[config.mk]
export PLATFORM = sky130hd
export DESIGN_NAME = burst_col_gen
export DESIGN_NICKNAME = d
export VERILOG_FILES = /design/src/rtl/burst_col_pkg.sv /design/src/rtl/burst_col_ctrl.sv /design/src/rtl/burst_col_dp.sv /design/src/rtl/burst_col_gen.sv
export SDC_FILE = /design/constraint.sdc
export NUM_CORES = 1
export LEC_CHECK = 0
export ABC_AREA = 1
export BUFFER_PORTS_ARGS = -buffer_cell sky130_fd_sc_hd__buf_4
export CAP_MARGIN = 20
export CORE_AREA = 2 2 55 57
export DETAILED_ROUTE_END_ITERATION = 10
export DIE_AREA = 0 0 57 59
export PLACE_DENSITY_LB_ADDON = 0.2
export RECOVER_POWER = 100
export SYNTH_ARGS = -nofsm -noshare
export SYNTH_HDL_FRONTEND = slang
export SYNTH_SLANG_ARGS = --single-unit
export TNS_END_PERCENT = 30
[constraint.sdc]
create_clock -name clk -period 3.9 [get_ports clk]
set_clock_uncertainty 0.05 [all_clocks]
set_input_delay 0.39 -clock clk [delete_from_list [all_inputs] [get_ports clk]]
set_output_delay 0.39 -clock clk [all_outputs]
set_load 0.01 [all_outputs]
[src/rtl/burst_col_pkg.sv]
package burst_col_pkg;

  localparam logic [1:0] LEN_TWO  = 2'd0;
  localparam logic [1:0] LEN_FOUR = 2'd1;
  localparam logic [1:0] LEN_EIGHT = 2'd2;
  localparam logic [1:0] LEN_PAGE = 2'd3;

  // strobes from the sequencer to the address register
  typedef struct packed {
    logic       load;      // capture the start column
    logic       step;      // advance to the next beat
    logic       fullPage;  // page-length burst in progress
    logic       ilv;       // interleaved ordering
    logic [1:0] lenSel;    // length code of the running burst
    logic [2:0] nextBeat;  // index of the beat being produced next
  } dpCtl_t;

  function automatic logic [2:0] offsetMask(input logic [1:0] lenSel);
    case (lenSel)
      LEN_TWO:  offsetMask = 3'b001;
      LEN_FOUR: offsetMask = 3'b011;
      default:  offsetMask = 3'b111;
    endcase
  endfunction

endpackage

[src/rtl/burst_col_ctrl.sv]
module burst_col_ctrl
  import burst_col_pkg::*;
(
  input  logic       clk,
  input  logic       rstN,
  input  logic       startPulse,
  input  logic [1:0] lenCode,
  input  logic       interleave,
  input  logic       terminate,
  output dpCtl_t     ctl,
  output logic       addrValid,
  output logic       lastBeat,
  output logic       modeError
);

  logic       active;
  logic [2:0] beat;
  logic [1:0] lenReg;
  logic       ilvReg;
  logic       errReg;

  logic       illegalStart;
  logic       legalStart;
  logic       fullReg;
  logic [2:0] lastIdx;
  logic       atLast;

  always_comb begin
    illegalStart = startPulse && (lenCode == LEN_PAGE) && interleave;
    legalStart   = startPulse && !illegalStart;
    fullReg      = (lenReg == LEN_PAGE);
    lastIdx      = offsetMask(lenReg);
    atLast       = active && !fullReg && (beat == lastIdx);
  end

  always_comb begin
    ctl.load     = legalStart;
    ctl.step     = active && !startPulse && !terminate && !atLast;
    ctl.fullPage = fullReg;
    ctl.ilv      = ilvReg;
    ctl.lenSel   = lenReg;
    ctl.nextBeat = beat + 3'd1;
  end

  always_ff @(posedge clk or negedge rstN) begin
    if (!rstN) begin
      active <= 1'b0;
      beat   <= '0;
      lenReg <= LEN_TWO;
      ilvReg <= 1'b0;
      errReg <= 1'b0;
    end else begin
      errReg <= illegalStart;
      if (legalStart) begin
        active <= 1'b1;
        beat   <= '0;
        lenReg <= lenCode;
        ilvReg <= interleave;
      end else if (illegalStart) begin
        active <= 1'b0;
      end else if (active) begin
        if (terminate || atLast) begin
          active <= 1'b0;
        end else begin
          beat <= beat + 3'd1;
        end
      end
    end
  end

  assign addrValid = active;
  assign lastBeat  = atLast;
  assign modeError = errReg;

endmodule

[src/rtl/burst_col_dp.sv]
module burst_col_dp
  import burst_col_pkg::*;
#(
  parameter int PAGE_COLS = 512,
  parameter int COL_W     = $clog2(PAGE_COLS)
) (
  input  logic             clk,
  input  logic             rstN,
  input  dpCtl_t           ctl,
  input  logic [COL_W-1:0] startCol,
  output logic [COL_W-1:0] colAddr
);

  localparam logic [COL_W-1:0] LAST_COL = COL_W'(PAGE_COLS - 1);
  localparam bit POW2_PAGE = ((PAGE_COLS & (PAGE_COLS - 1)) == 0);

  logic [COL_W-1:0] addrReg;
  logic [2:0]       startOff;

  logic [2:0]       mask;
  logic [2:0]       seqOff;
  logic [2:0]       ilvOff;
  logic [2:0]       newLow;
  logic [COL_W-1:0] fixedNext;
  logic [COL_W-1:0] pageNext;

  always_comb begin
    mask      = offsetMask(ctl.lenSel);
    seqOff    = (addrReg[2:0] + 3'd1) & mask;
    ilvOff    = (startOff ^ ctl.nextBeat) & mask;
    newLow    = (addrReg[2:0] & ~mask) | (ctl.ilv ? ilvOff : seqOff);
    fixedNext = {addrReg[COL_W-1:3], newLow};
  end

  generate
    if (POW2_PAGE) begin : g_wrapNatural
      assign pageNext = addrReg + COL_W'(1);
    end else begin : g_wrapCompare
      assign pageNext = (addrReg == LAST_COL) ? '0 : addrReg + COL_W'(1);
    end
  endgenerate

  always_ff @(posedge clk or negedge rstN) begin
    if (!rstN) begin
      addrReg  <= '0;
      startOff <= '0;
    end else if (ctl.load) begin
      addrReg  <= startCol;
      startOff <= startCol[2:0];
    end else if (ctl.step) begin
      addrReg  <= ctl.fullPage ? pageNext : fixedNext;
    end
  end

  assign colAddr = addrReg;

endmodule

[src/rtl/burst_col_gen.sv]
module burst_col_gen
  import burst_col_pkg::*;
#(
  parameter int PAGE_COLS = 512,
  parameter int COL_W     = $clog2(PAGE_COLS)
) (
  input  logic             clk,
  input  logic             rstN,
  input  logic             startPulse,
  input  logic [COL_W-1:0] startCol,
  input  logic [1:0]       lenCode,
  input  logic             interleave,
  input  logic             terminate,
  output logic [COL_W-1:0] colAddr,
  output logic             addrValid,
  output logic             lastBeat,
  output logic             modeError
);

  dpCtl_t ctl;

  burst_col_ctrl u_ctrl (
    .clk        (clk),
    .rstN       (rstN),
    .startPulse (startPulse),
    .lenCode    (lenCode),
    .interleave (interleave),
    .terminate  (terminate),
    .ctl        (ctl),
    .addrValid  (addrValid),
    .lastBeat   (lastBeat),
    .modeError  (modeError)
  );

  burst_col_dp #(.PAGE_COLS(PAGE_COLS), .COL_W(COL_W)) u_dp (
    .clk      (clk),
    .rstN     (rstN),
    .ctl      (ctl),
    .startCol (startCol),
    .colAddr  (colAddr)
  );

endmodule

==> impl_summary.txt, run 1 <==
----------------------------------------------------
[Yosys]
  Post-synth ARST share ... 100%
  Most frequently used cell type in the post-synthesis netlist ... nand2_1
  Synthesized Nets ... 211
  Biggest area contributors in the synthesized netlist ... dfrtp_1 (37%), nand2_1 (24%), inv_1 (5.9%)
  Fraction of synthesized cell area taken by the top area cell type ... 37.2%
  Yosys Warn Count ... 0
  Post-synth top cells ... nand2_1 (87), inv_1 (21), dfrtp_1 (20)
  Cell area after technology mapping ... 1340 um2
  Number of flops mapped to enable cells by yosys ... 0
  Most common flop cell mapped by yosys ... dfrtp_1
  Synth Instances ... 193
  Number of unique standard cell types used by synthesis ... 24
  Avg Synthesized Cell Area ... 6.96 um2
  Register area share after synthesis ... 37.2%
  Yosys top cell by area ... dfrtp_1
  Synth Register Bits ... 20

[Placement]
  Number of placed cells counting well taps ... 248
  Routability cong. ... 0.899
  Final HPWL DP ... 2460 um
  Number of port buffers ... 27

[Cells and area]
  Diodes inserted ... 0
  Post-layout nets ... 241
  # fillers ... 280
  Area Growth Syn to Fin ... 12.5%
  Area of all sequential standard cells ... 500 um2
  Footprint of the multi-input gates ... 686 um2
  Share of layout cells above drive strength 1 ... 14.0%
  Count of placed standard cells in the final layout, fillers left out ... 253

[STA]
  Pin slew with the least headroom to its limit ... 1090 ps
  Final Max Tran Viols ... 0
  Worst-case headroom to the max-slew limit ... 27.5%
  Count of endpoints failing hold in the final timing report ... 0
  Setup_tns ... 0 ps
  Maximum frequency from static timing analysis ... 479 MHz
  Final-report setup violation count ... 0
  Post-route worst hold slack ... 258 ps
  Final critical delay including setup and external delays ... 2090 ps
  Final clock period utilization by the worst path ... 53.5%
  Setup repair after global routing missed its margin ... no

[Min path]
  Destination of the worst hold path ... u_dp.startOff[1]
  Source of the worst hold timing path ... startCol[1]
  Path category of the worst min-delay check ... input port to flop
  Worst hold path cell count ... 3

[Routing]
  Vias post-DR ... 1,279
  Post-detailed-route count of antenna-violating nets ... 0
  Pre-Repair DR Iteration Count ... 4
  Average via count per standard cell ... 5.06
  Routed wirelength normalized by instance count ... 12.7 um
  DR DRC count ... 0
  Initial DRC count ... 59
  WL final ... 3220 um

[CTS]
  Resized Gates After CTS ... 0
  Number of clock sinks ... 20
  Master cell of the clock root buffer ... clkbuf_4
  Clock buffer count from CTS ... 3
  Clock Tree Buf Depth ... 2
  Worst-skew pair later-pin latency ... 300 ps
  Clock transition at path regs ... 120 ps
  TritonCTS clock tree ... built
  H-tree Lvls ... 1

[Critical path]
  Terminus of the critical flop-to-flop path ... u_dp.colAddr[4]
  Startpoint of the lowest-slack register-to-register path ... u_ctrl.lenReg[1]
  Internal reg-to-reg setup slack ... 1810 ps
  Worst path required time ... 4050 ps
  CP arrival ... 2240 ps
  Kind of launch point of the worst setup path ... flop
  Max Fanout on Critical Path ... 14
  Critical path start-end classification ... flop to flop
  Reg2Reg Depth ... 10
  Kind of end point of the critical path ... flop

[Pwr]
  Tot Pwr ... 0.000620 W
  VDD IR max ... 0.000229 V
  Power Dens Cells ... 410 nW/um2
  Pleak ... 0.822 nW

[Floorplan]
  Core Rows ... 19
  DIE HEIGHT ... 59 um
  Initial Utilization ... 49.6%
  Io pins ... 28
  Die width ... 57 um
  Area of the core ... 2710 um2
  Die area ... 3360 um2

[Global route]
  GRT overflow ... 0
  Initial antenna violation count ... 0
  Wire length of the first global-routing pass ... 5470 um
  GRT Overall Usage ... 20.7%
  Via count of the first global-routing pass ... 1,241
  Pin count of the biggest net entering global routing ... 21

[Job]
  Number of max-cap violations ... 0

[Run status]
  Status ... finished clean

----------------------------------------------------
## layout by cell type (no fill, tap or decap)
master and instances:
nand2_1 90, inv_1 23, dfrtp_1 20, nand3_1 18, nor2_1 13, buf_4 13
clkbuf_1 13, o21ai_0 4, o21ai_2 4, clkbuf_4 4, nand2_2 2, nor2_2 2
nand3_2 2, o21ai_1 2, ha_1 2, nor3_1 1, nand2_4 1, o21ai_4 1
o21bai_2 1, a21o_1 1, o21bai_1 1, xnor2_1 1, nand4_1 1, clkbuf_8 1
dlygate4sd3_1 1
## critical path: stages, from the launching register on
cell	delay, ps
dfrtp_1	450
inv_1	170
nand2_1	90
nand2_1	60
nand2_1	50
nand2_1	140
nand2_4	70
nand2_1	440
nand2_1	290
nand2_1	130
nand2_1	60
## repair_timing
action | CTS | global route
setup buffers | 0 | 0
endpoints found under the hold margin | 20 | 0
hold buffers | 1 | 0
endpoints found under the setup margin | 0 | 0
## sequential cells by signal (all words and copies together) (netlist names), named ones only
name              count
u_ctrl.beat           3
u_ctrl.addrValid      1
u_dp.colAddr          7
u_dp.startOff         3
u_ctrl.ilvReg         1
u_ctrl.modeError      1
u_ctrl.lenReg         2
## cell type report
type / instances / share of cell area (%)
Sequential cell: 20 / 33.1
Tap cell: 31 / 2.57
Multi-Input combinational cell: 147 / 45.4
Inverter: 23 / 5.71
Clock buffer: 4 / 2.40
Timing Repair Buffer: 28 / 10.8
## kinds of logic (layout without fill, tap and decap cells)
family | count (synthesis) | count (layout) | share of synthesized area [%]
adder cells (fa/ha/maj) | 2 | 2 | 1.86
AND/OR/NAND/NOR | 130 | 130 | 43.4
flip-flops | 20 | 20 | 37.2
XOR/XNOR | 1 | 1 | 0.652
buffers and inverters | 26 | 55 | 8.85
AO/OA/AOI/OAI | 14 | 14 | 8.01
## where the power goes
group	internal [W]	leakage [nW]	total, W	switching (W)
Sequential	0.000241	0.252	0.000286	0.0000453
Combinational	0.0000805	0.549	0.000210	0.000130
Clock	0.0000569	0.0210	0.000123	0.0000662
Total	0.000379	0.822	0.000620	0.000241
## metrics by stage
stage / utilization, % / setup WS, ps / area (um2)
finish: 55.8 / 1810 / 1510
detailed placement: 57.3 / 2090 / 1550
global route: 55.8 / 1620 / 1510
CTS: 59.0 / 2040 / 1600
floorplan: - / 2540 / 1340
global placement: 57.3 / 2150 / 1550
## per-layer routing
metal	vias to the layer above	routed length (um)	GRT usage, %
li1	655	-	-
met1	583	1510	27.4
met2	32	1530	35.0
met3	9	124	2.62
met4	0	59	7.97
met5	-	0	0
## worst max-delay path by stage
stage / startpoint / to / cells past startpoint
floorplan: u_dp.colAddr[0] / u_dp.colAddr[8] / 8
global placement: interleave / u_dp.colAddr[8] / 7
detailed placement: interleave / u_dp.colAddr[7] / 7
CTS: u_ctrl.lenReg[1] / lastBeat / 6
global route: u_ctrl.lenReg[1] / u_dp.colAddr[7] / 10
finish: u_ctrl.lenReg[1] / u_dp.colAddr[4] / 10
No activity file was read; power rests on OpenSTA's default activity.
==> run 2: changes to the inputs <==
--- a/config.mk
+++ b/config.mk
@@ -5,12 +5,12 @@
 export SDC_FILE = /design/constraint.sdc
 export NUM_CORES = 1
 export LEC_CHECK = 0
-export ABC_AREA = 1
+export ABC_AREA = 0
 export BUFFER_PORTS_ARGS = -buffer_cell sky130_fd_sc_hd__buf_4
 export CAP_MARGIN = 20
-export CORE_AREA = 2 2 55 57
+export CORE_AREA = 2 2 53 55
 export DETAILED_ROUTE_END_ITERATION = 10
-export DIE_AREA = 0 0 57 59
+export DIE_AREA = 0 0 55 57
 export PLACE_DENSITY_LB_ADDON = 0.2
 export RECOVER_POWER = 100
 export SYNTH_ARGS = -nofsm -noshare
==> constraint.sdc (replaced) <==
create_clock -name clk -period 1.95 [get_ports clk]
set_clock_uncertainty 0.05 [all_clocks]
set_input_delay 0.195 -clock clk [delete_from_list [all_inputs] [get_ports clk]]
set_output_delay 0.195 -clock clk [all_outputs]
set_load 0.01 [all_outputs]
==> impl_summary.txt, run 2 <==
----------------------------------------------------
[Global route]
  Initial antenna violation count ... 0 (unchanged)
  Pin count of the biggest net entering global routing ... 21 (unchanged)
  GRT overflow ... 0 (unchanged)
  Via count of the first global-routing pass ... 945 (-24%)
  Wire length of the first global-routing pass ... 4240 um (-22%)
  GRT Overall Usage ... 18.4% (-2.3 points)

[Floorplan]
  Area of the core ... 2620 um2 (-3.5%)
  Initial Utilization ... 47.2% (-2.4 points)
  Die area ... 3140 um2 (-6.8%)
  Die width ... 55 um (-3.5%)
  Core Rows ... 19 (unchanged)
  DIE HEIGHT ... 57 um (-3.4%)
  Io pins ... 28 (unchanged)

[STA]
  Final-report setup violation count ... 0 (unchanged)
  Setup_tns ... 0 ps (unchanged)
  Count of endpoints failing hold in the final timing report ... 0 (unchanged)
  Worst setup slack after layout ... 66.9 ps (-1750 ps)
  Worst-case headroom to the max-slew limit ... 27.5% (about the same)
  Maximum frequency from static timing analysis ... 531 MHz
  Final critical delay including setup and external delays ... 1880 ps
  Final clock period utilization by the worst path ... 96.6%
  Final Max Tran Viols ... 0 (unchanged)
  Setup repair after global routing missed its margin ... no
  Pin slew with the least headroom to its limit ... 1090 ps (-0.153 ps)

[Yosys]
  Register area share after synthesis ... 40.5% (+3.3 points)
  Avg Synthesized Cell Area ... 9.72 um2 (+40%)
  Most frequently used cell type in the post-synthesis netlist ... nand2_1
  Cell area after technology mapping ... 1230 um2 (-8.1%)
  Post-synth top cells ... nand2_1 (21), dfrtp_1 (20), nand3_1 (6), xnor2_1 (6)
  Post-synth ARST share ... 100% (unchanged)
  Synthesized Nets ... 145 (-31%)
  Biggest area contributors in the synthesized netlist ... dfrtp_1 (41%), nand2_1 (6.4%), xnor2_1 (4.3%)
  Yosys top cell by area ... dfrtp_1
  Number of unique standard cell types used by synthesis ... 45 (+88%)
  Synth Register Bits ... 20 (unchanged)
  Most common flop cell mapped by yosys ... dfrtp_1
  Synth Instances ... 127 (-34%)
  Yosys Warn Count ... 0 (unchanged)
  Number of flops mapped to enable cells by yosys ... 0 (unchanged)
  Fraction of synthesized cell area taken by the top area cell type ... 40.5% (+3.3 points)

[Routing]
  DR DRC count ... 0 (unchanged)
  Vias post-DR ... 1,052 (-18%)
  Post-detailed-route count of antenna-violating nets ... 0 (unchanged)
  Pre-Repair DR Iteration Count ... 4 (unchanged)
  Initial DRC count ... 22 (-63%)
  WL final ... 2650 um (-18%)
  Routed wirelength normalized by instance count ... 14.0 um (+10%)
  Average via count per standard cell ... 5.57 (+10%)

[Cells and area]
  Post-layout nets ... 177 (-27%)
  Most common cell after layout, fill and taps aside ... nand2_1
  Largest register FFs ... 7 (unchanged)
  Leading cell types in the layout, fill and taps excluded ... nand2_1 (21), dfrtp_1 (18), buf_4 (18)
  Share of layout cells above drive strength 1 ... 17.7% (+3.8 points)
  Area Growth Syn to Fin ... 16.3%
  Diodes inserted ... 0 (unchanged)
  Share of the core filled with cells ... 54.9% (-0.84 points)

[Critical path]
  Kind of end point of the critical path ... primary output
  Max Fanout on Critical Path ... 8 (-6)
  Worst path required time ... 1700 ps (-2350 ps)
  Kind of launch point of the worst setup path ... flop
  CP peak stage delay ... 470 ps (+20 ps)
  Critical path start-end classification ... flop to primary output
  CP arrival ... 1640 ps (-600 ps)
  Buffering stage count on the worst path with inverters included ... 1 (unchanged)
  List of cells traversed by the critical path ... nor4bb_2 -> o31a_4 -> and2_1 -> buf_4
  Standard cell with the maximum stage delay on the critical path ... dfrtp_2
  Crit-path leading delay family ... flip-flops

[Pwr]
  Internal power consumption ... 0.000701 W (+85%)
  Power Dens Cells ... 713 nW/um2 (+74%)
  Tot Pwr ... 0.00102 W (+65%)
  Pleak ... 0.605 nW (-26%)
  VDD IR max ... 0.000419 V (+83%)
  Switching power as a share of total power ... 31.6% (-7.3 points)
  Sequential share of power ... 50.3% (+4.1 points)
  Logic pwr share ... 26.0% (-7.9 points)
  Clock group share of total power ... 23.7% (+3.8 points)
  Net Switching ... 0.000324 W (+34%)

[Min path]
  Path category of the worst min-delay check ... input port to flop

[CTS]
  Clock transition at path regs ... 120 ps (about the same)
  Master cell of the clock root buffer ... clkbuf_4
  Worst-skew pair later-pin latency ... 300 ps (about the same)
  Clock Tree Buf Depth ... 2 (unchanged)
  TritonCTS clock tree ... built
  H-tree Lvls ... 1 (unchanged)
  Number of clock sinks ... 20 (unchanged)
  Setup fix buffers added after clock tree synthesis ... 0 (unchanged)
  Clock buffer count from CTS ... 3 (unchanged)

[Placement]
  Final HPWL DP ... 2030 um (-18%)
  Routability cong. ... 0.768 (-15%)
  Number of port buffers ... 27 (unchanged)
  Worst setup slack after placement ... 152 ps (-1940 ps)

[Run status]
  Status ... finished clean

[Job]
  Number of max-cap violations ... 0 (unchanged)

----------------------------------------------------
[run 2: cell count changes in the layout (fill, tap and decap cells not counted), sizes merged, moves of 3 or more]
cell,previous run,this run
inv,23,4
o211ai,0,5
nor2,15,2
and3,0,3
o21ai,11,6
a21oi,0,5
xnor2,1,6
buf,13,18
nand3,20,6
nor4,0,3
nand2,93,21
[run 2: repair_timing]
item / in CTS / in global routing
resized for setup: 0 / 4
endpoints found under the setup margin: 0 / 1
hold endpoints to repair: 20 / 0
hold buffers: 1 / 0
[run 2: worst register-to-register path, stage by stage, from the launching register on]
cell	delay [ps]
dfrtp_2	470
ha_1	210
xnor3_1	360
mux2i_1	90
a311o_1	360
a22o_1	170
[run 2: final cells by class]
| class | count | area (um2) |
|---|---|---|
| sequential | 20 | 503 |
| fill | 266 | 1180 |
| clock buffer | 4 | 36.3 |
| inverter | 4 | 15.0 |
| tap | 31 | 38.8 |
| multi-input combinational | 95 | 638 |
| timing repair buffer | 35 | 205 |
[run 2: logic make-up (layout without fill, tap and decap cells)]
| group | count (synthesis) | after routing | share of synthesized area (%) |
|---|---|---|---|
| compound gates | 28 | 28 | 16.1 |
| xor+xnor | 8 | 8 | 6.79 |
| fa+ha+maj | 2 | 2 | 2.03 |
| buf+inv | 12 | 43 | 6.38 |
| flops | 20 | 20 | 40.5 |
| mux | 2 | 2 | 1.62 |
| simple gates | 55 | 55 | 26.5 |
[run 2: path summary, 6_finish.rpt]
path,to,start,slack (ps),cells past startpoint
max,lastBeat,u_ctrl.beat[1],70,4
min,u_dp.colAddr[3],startCol[3],40,3
max reg2reg,flop,u_ctrl.beat[1],150,5
min reg2reg,u_dp.startOff[0],u_dp.startOff[0],460,2
max in group asynchronous,u_ctrl.beat[1],rstN,580,2
min in group asynchronous,u_dp.colAddr[0],rstN,550,2
[run 2: routing by layer]
metal  track usage [%]  up-vias  share of wire (%)
li1                  -      528                  -
met1              25.8      487                 48
met2              29.6       35                 46
met3              2.36        2                5.5
met4              5.23        0               0.60
met5                 0        -                  0
[run 2: power groups by stage]
stage	Clock (W)	Sequential [W]	Combinational, W
2_1_floorplan	0	0.000521	0.000176
3_3_place_gp	0	0.000520	0.000295
3_5_place_dp	0	0.000521	0.000302
4_1_cts	0.000248	0.000514	0.000304
5_1_grt	0.000263	0.000524	0.000300
6_report	0.000243	0.000515	0.000266
[run 2: stage by stage]
step	hold slack, ps	cell area [um2]	instances
floorplan	-151	1230	127
CTS	41.6	1510	189
global route	43.5	1440	189
finish	41.4	1440	189
global placement	43.1	1470	184
detailed placement	41.9	1470	184
==> run 3: changes to the inputs <==
--- a/config.mk
+++ b/config.mk
@@ -8,9 +8,9 @@
 export ABC_AREA = 0
 export BUFFER_PORTS_ARGS = -buffer_cell sky130_fd_sc_hd__buf_4
 export CAP_MARGIN = 20
-export CORE_AREA = 2 2 53 55
+export CORE_AREA = 2 2 54 56
 export DETAILED_ROUTE_END_ITERATION = 10
-export DIE_AREA = 0 0 55 57
+export DIE_AREA = 0 0 56 58
 export PLACE_DENSITY_LB_ADDON = 0.2
 export RECOVER_POWER = 100
 export SYNTH_ARGS = -nofsm -noshare
==> constraint.sdc (replaced) <==
create_clock -name clk -period 1.65 [get_ports clk]
set_clock_uncertainty 0.05 [all_clocks]
set_input_delay 0.165 -clock clk [delete_from_list [all_inputs] [get_ports clk]]
set_output_delay 0.165 -clock clk [all_outputs]
set_load 0.01 [all_outputs]
==> impl_summary.txt, run 3 (synthesis results as in run 2) <==
----------------------------------------------------
[Run status]
  Status ... finished, violations left
  Violations in the final reports ... setup timing

[Critical path]
  Buffering stage count on the worst path with inverters included ... 1 (unchanged)
  CP arrival ... 1560 ps (-80 ps)
  Crit-path leading delay family ... flip-flops
  Endpoint of the worst setup timing path ... lastBeat
  List of cells traversed by the critical path ... and4b_1 -> o31a_4 -> and2_4 -> buf_6
  Worst path required time ... 1430 ps (-270 ps)
  Max Fanout on Critical Path ... 7 (-1)
  Kind of launch point of the worst setup path ... flop
  Startpoint of the lowest-slack register-to-register path ... u_ctrl.beat[2]
  Reg2Reg Depth ... 6 (+1)
  Critical path start-end classification ... flop to primary output
  Standard cell with the maximum stage delay on the critical path ... dfrtp_2
  CP peak stage delay ... 480 ps (about the same)
  CP Launch Point ... u_ctrl.beat[2]
  Crit path depth ... 4 (unchanged)
  Internal reg-to-reg setup slack ... -90 ps (-240 ps)
  Kind of end point of the critical path ... primary output

[Floorplan]
  Initial Utilization ... 46.4% (-0.84 points)
  Area of the core ... 2660 um2 (+1.8%)
  DIE HEIGHT ... 58 um (+1.8%)
  Die width ... 56 um (+1.8%)
  Core Rows ... 19 (unchanged)
  Die area ... 3250 um2 (+3.6%)
  Io pins ... 28 (unchanged)

[Placement]
  Number of port buffers ... 27 (unchanged)
  Number of placed cells counting well taps ... 192 (+4.3%)
  Placement Cell Area ... 1530 um2 (+4.3%)
  Routability cong. ... 0.835 (+8.7%)
  Final HPWL DP ... 2240 um (+10%)

[Min path]
  Worst hold path cell count ... 3 (unchanged)
  Path category of the worst min-delay check ... input port to flop

[CTS]
  Clock transition at path regs ... 110 ps (about the same)
  H-tree Lvls ... 1 (unchanged)
  Number of clock sinks ... 20 (unchanged)
  TritonCTS clock tree ... built
  Clock Tree Buf Depth ... 2 (unchanged)
  Master cell of the clock root buffer ... clkbuf_4
  Worst-skew pair later-pin latency ... 300 ps (about the same)
  Clock buffer count from CTS ... 3 (unchanged)

[Global route]
  GRT overflow ... 0 (unchanged)
  Pin count of the biggest net entering global routing ... 21 (unchanged)
  Wire length of the first global-routing pass ... 5150 um (+21%)
  Initial antenna violation count ... 0 (unchanged)
  GRT Overall Usage ... 20.1% (+1.7 points)
  Via count of the first global-routing pass ... 1,120 (+19%)

[Cells and area]
  Count of placed standard cells in the final layout, fillers left out ... 200 (+5.8%)
  Share of layout cells above drive strength 1 ... 27.8% (+10 points)
  Area Growth Syn to Fin ... 28.4%
  # fillers ... 252 (-5.3%)
  Post-layout nets ... 189 (+6.8%)
  Diodes inserted ... 0 (unchanged)
  Leading cell types in the layout, fill and taps excluded ... buf_4 (30), nand2_1 (21), dfrtp_1 (18)
  Post-route standard cell area excluding fillers ... 1590 um2 (+10%)
  Most common cell after layout, fill and taps aside ... buf_4
  Largest register FFs ... 7 (unchanged)

[STA]
  Maximum frequency from static timing analysis ... 564 MHz
  Final critical delay including setup and external delays ... 1770 ps
  Pin slew with the least headroom to its limit ... 1110 ps (+24.0 ps)
  Count of endpoints failing hold in the final timing report ... 0 (unchanged)
  Worst-case headroom to the max-slew limit ... 25.9% (-1.6 points)
  Worst setup slack after layout ... -123 ps (-190 ps)
  Final-report setup violation count ... 4 (+4)
  Setup repair after global routing missed its margin ... yes
  Final Max Tran Viols ... 0 (unchanged)
  Final clock period utilization by the worst path ... 107%

[Pwr]
  Power Dens Cells ... 770 nW/um2 (+8.0%)
  Pleak ... 0.692 nW (+14%)
  VDD IR max ... 0.000533 V (+27%)

[Routing]
  DR DRC count ... 0 (unchanged)
  Average via count per standard cell ... 5.80 (+4.2%)
  Post-detailed-route count of antenna-violating nets ... 0 (unchanged)
  Pre-Repair DR Iteration Count ... 4 (unchanged)
  Routed wirelength normalized by instance count ... 15.5 um (+11%)
  Vias post-DR ... 1,160 (+10%)
  Initial DRC count ... 40 (+82%)
  WL final ... 3110 um (+17%)

[Job]
  Number of max-cap violations ... 0 (unchanged)

----------------------------------------------------
[run 3: changes by cell type in the layout (fill, tap and decap cells not counted), sizes merged]
cell	delta
clkbuf	-3
buf	+14
[run 3: area by class of cell]
cell class | count | area [um2] | area share (%)
clock buffers | 3 | 22.5 | 1.42
inverters | 4 | 15.0 | 0.947
multi-input cells | 95 | 696 | 43.9
flip-flops and latches | 20 | 503 | 31.7
well taps | 31 | 38.8 | 2.45
repair buffers | 47 | 310 | 19.6
[run 3: repair_timing]
item                                    CTS  global route
hold endpoints to repair                 20             0
setup buffers                             4             0
hold buffers                              1             0
endpoints found under the setup margin    6            11
pin swaps                                 5             2
resized for setup                         4             8
cloned                                    0             0
[run 3: tightest hold or removal path, stage by stage]
cell and delay (ps):
buf_4 80, nand2_1 30, o21ai_0 50
[run 3: where the power goes]
group	switching, W	internal [W]
clock network	0.000143	0.0000850
registers	0.0000594	0.000544
logic	0.000197	0.000192
total	0.000399	0.000822
[run 3: routing by layer]
| layer | vias to the layer above | part of all wire [%] | routed length, um | GRT usage, % |
|---|---|---|---|---|
| met3 | 4 | 6.9 | 214 | 2.46 |
| met2 | 42 | 49 | 1540 | 36.1 |
| li1 | 550 | - | - | - |
| met4 | 0 | 0.97 | 30 | 5.44 |
| met1 | 564 | 43 | 1320 | 25.8 |
| met5 | - | 0 | 0 | 0 |
[run 3: metrics by stage]
step | TNS [ps] | hold WS (ps) | setup slack (ps) | util (%) | power (W)
after detailed placement | -179 | 13.7 | -57.3 | 57.4 | 0.000999
after CTS | -553 | 11.3 | -159 | 60.4 | 0.00125
after global placement | -49.4 | 10.0 | -22.2 | 57.4 | 0.000991
final | -372 | 18.5 | -123 | 59.5 | 0.00122
after floorplan | -47.4 | -181 | -28.7 | - | 0.000824
after global routing | -838 | 24.4 | -165 | 59.5 | 0.00130
[run 3: worst min-delay path by stage]
| stage | startpoint | end | slack (ps) |
|---|---|---|---|
| 2_1_floorplan | rstN | asynchronous set/reset pin | -180 |
| 3_3_place_gp | rstN | u_dp.startOff[1] | 10 |
| 3_5_place_dp | rstN | asynchronous set/reset pin | 10 |
| 4_1_cts | startCol[6] | u_dp.colAddr[6] | 10 |
| 5_1_grt | startCol[7] | u_dp.colAddr[7] | 20 |
| 6_report | startCol[6] | u_dp.colAddr[6] | 20 |
